--- config.mk ---
export PLATFORM = sky130hd
export DESIGN_NAME = txd_ring_walker
export DESIGN_NICKNAME = d
export VERILOG_FILES = /design/src/rtl/txd_pkg.sv /design/src/rtl/txd_desc_mem.sv /design/src/rtl/txd_walk_fsm.sv /design/src/rtl/txd_ring_walker.sv
export SDC_FILE = /design/constraint.sdc
export NUM_CORES = 2
export LEC_CHECK = 0
export BUFFER_PORTS_ARGS = -buffer_cell sky130_fd_sc_hd__buf_2
export CAP_MARGIN = 20
export CORE_MARGIN = 2
export CORE_UTILIZATION = 30
export CTS_CLUSTER_DIAMETER = 120
export DETAILED_ROUTE_END_ITERATION = 8
export SETUP_SLACK_MARGIN = 0.1
export SYNTH_ARGS = -nofsm -noshare
export SYNTH_HDL_FRONTEND = slang
export SYNTH_HIERARCHICAL = 1
export SYNTH_SLANG_ARGS = --single-unit
--- constraint.sdc ---
create_clock -name clk -period 8.68 [get_ports clk]
set_clock_uncertainty 0.05 [all_clocks]
set_input_delay 2.604 -clock clk [delete_from_list [all_inputs] [get_ports clk]]
set_output_delay 2.604 -clock clk [all_outputs]
set_load 0.05 [all_outputs]
--- src/rtl/txd_pkg.sv ---
package txd_pkg;
   localparam int unsigned WORD_W  = 32;
   localparam int unsigned LEN_LSB = 16;
   localparam int unsigned LEN_W   = 16;
   localparam int unsigned B_RDY   = 15;
   localparam int unsigned B_IRQ   = 14;
   localparam int unsigned B_WRAP  = 13;
   localparam int unsigned B_CRC   = 12;
   localparam int unsigned B_PAD   = 11;
   localparam int unsigned B_ERR   = 0;

   typedef enum logic [0:0] {ST_POLL = 1'b0, ST_BUSY = 1'b1} walk_st_t;
endpackage

--- src/rtl/txd_desc_mem.sv ---
module txd_desc_mem
   import txd_pkg::*;
#(
   parameter int unsigned NUM_DESC = 8,
   localparam int unsigned IW = $clog2(NUM_DESC),
   localparam int unsigned AW = IW + 1,
   localparam int unsigned NWORDS = 2 * NUM_DESC
) (
   input  logic              clk,
   input  logic              rst_n,
   input  logic              host_we,
   input  logic [AW-1:0]     host_addr,
   input  logic [WORD_W-1:0] host_wdata,
   output logic [WORD_W-1:0] host_rdata,
   input  logic              hw_we,
   input  logic [IW-1:0]     hw_idx,
   input  logic [WORD_W-1:0] hw_wdata,
   input  logic [IW-1:0]     rd_idx,
   output logic [WORD_W-1:0] stat_rdata,
   output logic [WORD_W-1:0] ptr_rdata
);
   logic [WORD_W-1:0] words [NWORDS];

   for (genvar w = 0; w < NWORDS; w++) begin : g_word
      logic [WORD_W-1:0] q;
      logic hw_hit, host_hit;
      if ((w % 2) == 0) begin : g_stat
         assign hw_hit = hw_we && (hw_idx == IW'(w / 2));
      end else begin : g_ptr
         assign hw_hit = 1'b0;
      end
      assign host_hit = host_we && (host_addr == AW'(w));
      always_ff @(posedge clk) begin
         if (!rst_n)        q <= '0;
         else if (hw_hit)   q <= hw_wdata;
         else if (host_hit) q <= host_wdata;
      end
      assign words[w] = q;
   end

   assign host_rdata = words[host_addr];
   assign stat_rdata = words[{rd_idx, 1'b0}];
   assign ptr_rdata  = words[{rd_idx, 1'b1}];
endmodule

--- src/rtl/txd_walk_fsm.sv ---
module txd_walk_fsm
   import txd_pkg::*;
#(
   parameter int unsigned NUM_DESC = 8,
   localparam int unsigned IW = $clog2(NUM_DESC)
) (
   input  logic              clk,
   input  logic              rst_n,
   input  logic [WORD_W-1:0] stat,
   input  logic [WORD_W-1:0] ptr,
   input  logic              done_valid,
   input  logic              done_err,
   output logic [IW-1:0]     cur_idx,
   output logic              hw_we,
   output logic [WORD_W-1:0] hw_wdata,
   output logic              fetch_req,
   output logic [WORD_W-1:0] fetch_ptr,
   output logic [LEN_W-1:0]  fetch_len,
   output logic              fetch_crc,
   output logic              fetch_pad,
   output logic              irq
);
   walk_st_t          st;
   logic [WORD_W-1:0] held;
   logic [WORD_W-1:0] src;
   logic [LEN_W-1:0]  cur_len;
   logic              close_zero, finish, launch, last_ent;
   logic [IW-1:0]     nxt_idx;

   always_comb begin
      src        = (st == ST_BUSY) ? held : stat;
      cur_len    = stat[LEN_LSB +: LEN_W];
      close_zero = (st == ST_POLL) && stat[B_RDY] && (cur_len == '0);
      launch     = (st == ST_POLL) && stat[B_RDY] && (cur_len != '0);
      finish     = (st == ST_BUSY) && done_valid;
      hw_we      = close_zero || finish;
      hw_wdata   = src;
      hw_wdata[B_RDY] = 1'b0;
      hw_wdata[B_ERR] = close_zero ? 1'b1 : done_err;
      last_ent   = (cur_idx == IW'(NUM_DESC - 1));
      nxt_idx    = (src[B_WRAP] || last_ent) ? '0 : cur_idx + 1'b1;
   end

   assign fetch_len = held[LEN_LSB +: LEN_W];
   assign fetch_crc = held[B_CRC];
   assign fetch_pad = held[B_PAD];

   always_ff @(posedge clk) begin
      if (!rst_n) begin
         st        <= ST_POLL;
         cur_idx   <= '0;
         held      <= '0;
         fetch_ptr <= '0;
         fetch_req <= 1'b0;
         irq       <= 1'b0;
      end else begin
         irq <= hw_we && src[B_IRQ];
         if (hw_we) cur_idx <= nxt_idx;
         if (launch) begin
            held      <= stat;
            fetch_ptr <= ptr;
            fetch_req <= 1'b1;
            st        <= ST_BUSY;
         end
         if (finish) begin
            fetch_req <= 1'b0;
            st        <= ST_POLL;
         end
      end
   end
endmodule

--- src/rtl/txd_ring_walker.sv ---
module txd_ring_walker
   import txd_pkg::*;
#(
   parameter int unsigned NUM_DESC = 8,
   localparam int unsigned IW = $clog2(NUM_DESC),
   localparam int unsigned AW = IW + 1
) (
   input  logic              clk,
   input  logic              rst_n,
   input  logic              host_we,
   input  logic [AW-1:0]     host_addr,
   input  logic [31:0]       host_wdata,
   output logic [31:0]       host_rdata,
   output logic              fetch_req,
   output logic [31:0]       fetch_ptr,
   output logic [15:0]       fetch_len,
   output logic              fetch_crc,
   output logic              fetch_pad,
   input  logic              done_valid,
   input  logic              done_err,
   output logic              irq
);
   if ((NUM_DESC < 2) || ((NUM_DESC & (NUM_DESC - 1)) != 0)) begin : g_bad_depth
      $error("NUM_DESC must be a power of two of at least 2");
   end

   logic [IW-1:0]     cur_idx;
   logic              hw_we;
   logic [WORD_W-1:0] hw_wdata, stat_w, ptr_w;

   txd_desc_mem #(.NUM_DESC(NUM_DESC)) u_mem (
      .clk(clk), .rst_n(rst_n),
      .host_we(host_we), .host_addr(host_addr),
      .host_wdata(host_wdata), .host_rdata(host_rdata),
      .hw_we(hw_we), .hw_idx(cur_idx), .hw_wdata(hw_wdata),
      .rd_idx(cur_idx), .stat_rdata(stat_w), .ptr_rdata(ptr_w)
   );

   txd_walk_fsm #(.NUM_DESC(NUM_DESC)) u_fsm (
      .clk(clk), .rst_n(rst_n),
      .stat(stat_w), .ptr(ptr_w),
      .done_valid(done_valid), .done_err(done_err),
      .cur_idx(cur_idx), .hw_we(hw_we), .hw_wdata(hw_wdata),
      .fetch_req(fetch_req), .fetch_ptr(fetch_ptr), .fetch_len(fetch_len),
      .fetch_crc(fetch_crc), .fetch_pad(fetch_pad), .irq(irq)
   );
endmodule

==> reports/qor.csv <==
metric,value,unit
Max Cap Violations,0,
All-Layer GR Usage,21.1,%
Starting Density,30.1,%
CTS tree,yes,
Post-CTS Resized,0,
Synth Area per Inst,9.09,sq um
Tcrit/Tclk final,86.5,%
initial antenna violation count,16,
min-delay src,u_fsm/fetch_ptr[27]$_SDFFE_PN0P_,
leakage power,10.9,nW
crit end category,output pin,
IO Count,125,
pwr dens,203,mW/mm^2
Final Max Tran Viols,0,
# rows,121,
area delta synth->final,8.47,%
largest net degree at the start of global routing,212,
post-DR wirelength/cell,25.7,microns
share of post-route cells with drive strength above 1,19.7,%
vias post-DR,30379,
grt total ovfl,0,
reg2reg start,u_fsm/cur_idx[1]$_SDFFE_PN0P_,
CORE AREA,0.109,sq mm
Die ar.,0.112,sq mm
NumNets Final,3353,
H-tree Lvls,2,
post-cts hold buffer count,0,
CTS sink cnt,579,
synth warn,6,
Synth Net Count,3639,
Clock Tree Root,clkbuf_16,
DRC,0,
Clock Latency Late Sink,0.67,ns
beginning of the critical path,host_addr[1],
vias in the first global route,29188,
CP arrival,4.85,ns
Setup CP Type,input port to output pin,
# setup viols final,0,
Final Hold Fails,0,
final wirelength,123,mm
VDD IR max,160,uV
Longest Clk Path Bufs,3,
drt initial violations,3802,
first-pass GRT wire length,186,mm
Worst slew margin,17.5,%
RSZ-0062 raised after global routing,false,
CP max FO,93,
"Data required, critical path",6.03,ns
Post-CTS Setup Bufs,0,
Initial DRT Pass Iterations,8,
Slew @ Worst Pin,1.24,ns
outcome,"finished, final reports clean",
CP Launch Type,input port,
"leading cell type in the layout, fill and taps excluded",o21ai_0,
"worst slack, placed",1.15,ns
total negative slack,0,ns
Port Buffer Count,124,
Hold Slack,0.402,ns
Synth Cell Area,0.0327,sq mm
total CTS buffers,60,
FMAX,133,MHz
minimum clock period,7.51,ns
Die Ht,334,microns
hpwl dp,64.9,mm
FILL cells,10931,
synthesized instance count,3596,
final setup margin,1.17,ns
clock slew at reported path FFs,0.06,ns
GP Congestion,0.794,
worst min path class,register to register,
"commonest cells after routing, fill and taps aside","o21ai_0, dfxtp_1, nand3_1",
post-route ant nets,0,
die width,334,microns
via/cell ratio,6.36,
through the flow:
stage | power, mW | cell area, sq um | util [%] | cells
5_1_grt | 7.40 | 35500 | 32.7 | 4774
4_1_cts | 7.19 | 35500 | 32.7 | 4771
3_5_place_dp | 4.43 | 33400 | 30.7 | 4662
2_1_floorplan | 4.00 | 32700 | - | 3596
3_3_place_gp | 4.42 | 33400 | 30.7 | 4662
6_report | 7.19 | 35500 | 32.7 | 4778
worst max-delay path: stages:
cell	delay [ns]
buf_6	0.76
buf_4	0.36
mux4_2	0.52
a22oi_1	0.22
nand2_1	0.11
buf_2	0.22
layer usage:
layer	routed length, microns	global-route usage (%)
met1	48900	27.7
met2	55900	33.6
met3	13100	4.74
met4	4840	8.49
met5	91	0
state kept, by name (all words and copies together) (netlist names):
name	flops
u_mem/g_word.q	512
u_fsm/fetch_ptr	32
u_fsm/held	30
u_fsm/cur_idx	3
u_fsm/fetch_req	1
u_fsm/irq	1
path summary, 6_finish.rpt:
| check | end | slack [ns] | cells past startpoint |
|---|---|---|---|
| setup / recovery | host_rdata[1] | 1.17 | 6 |
| hold / removal | u_fsm/fetch_ptr[27]$_SDFFE_PN0P_ | 0.40 | 2 |
| setup reg to reg | u_mem/g_word[12].q[13]$_SDFFE_PN0P_ | 2.49 | 10 |
| hold reg to reg | u_fsm/fetch_ptr[27]$_SDFFE_PN0P_ | 0.40 | 2 |
report_power, final:
| part | leakage (nW) | internal [mW] | switching (mW) |
|---|---|---|---|
| combinational | 5.21 | 0.529 | 1.01 |
| clock | 1.03 | 1.61 | 1.17 |
| sequential | 4.68 | 2.75 | 0.121 |
cell type report:
| class | count | area, sq um | area share (%) |
|---|---|---|---|
| multi-input cells | 2485 | 18800 | 53.1 |
| well taps | 1414 | 1770 | 4.99 |
| clock inverters | 20 | 264 | 0.744 |
| repair buffers | 184 | 1160 | 3.27 |
| flip-flops and latches | 579 | 11600 | 32.7 |
| diodes | 7 | 17.5 | 0.0494 |
| clock buffers | 89 | 1810 | 5.11 |
(Power assumes the default switching activity.)
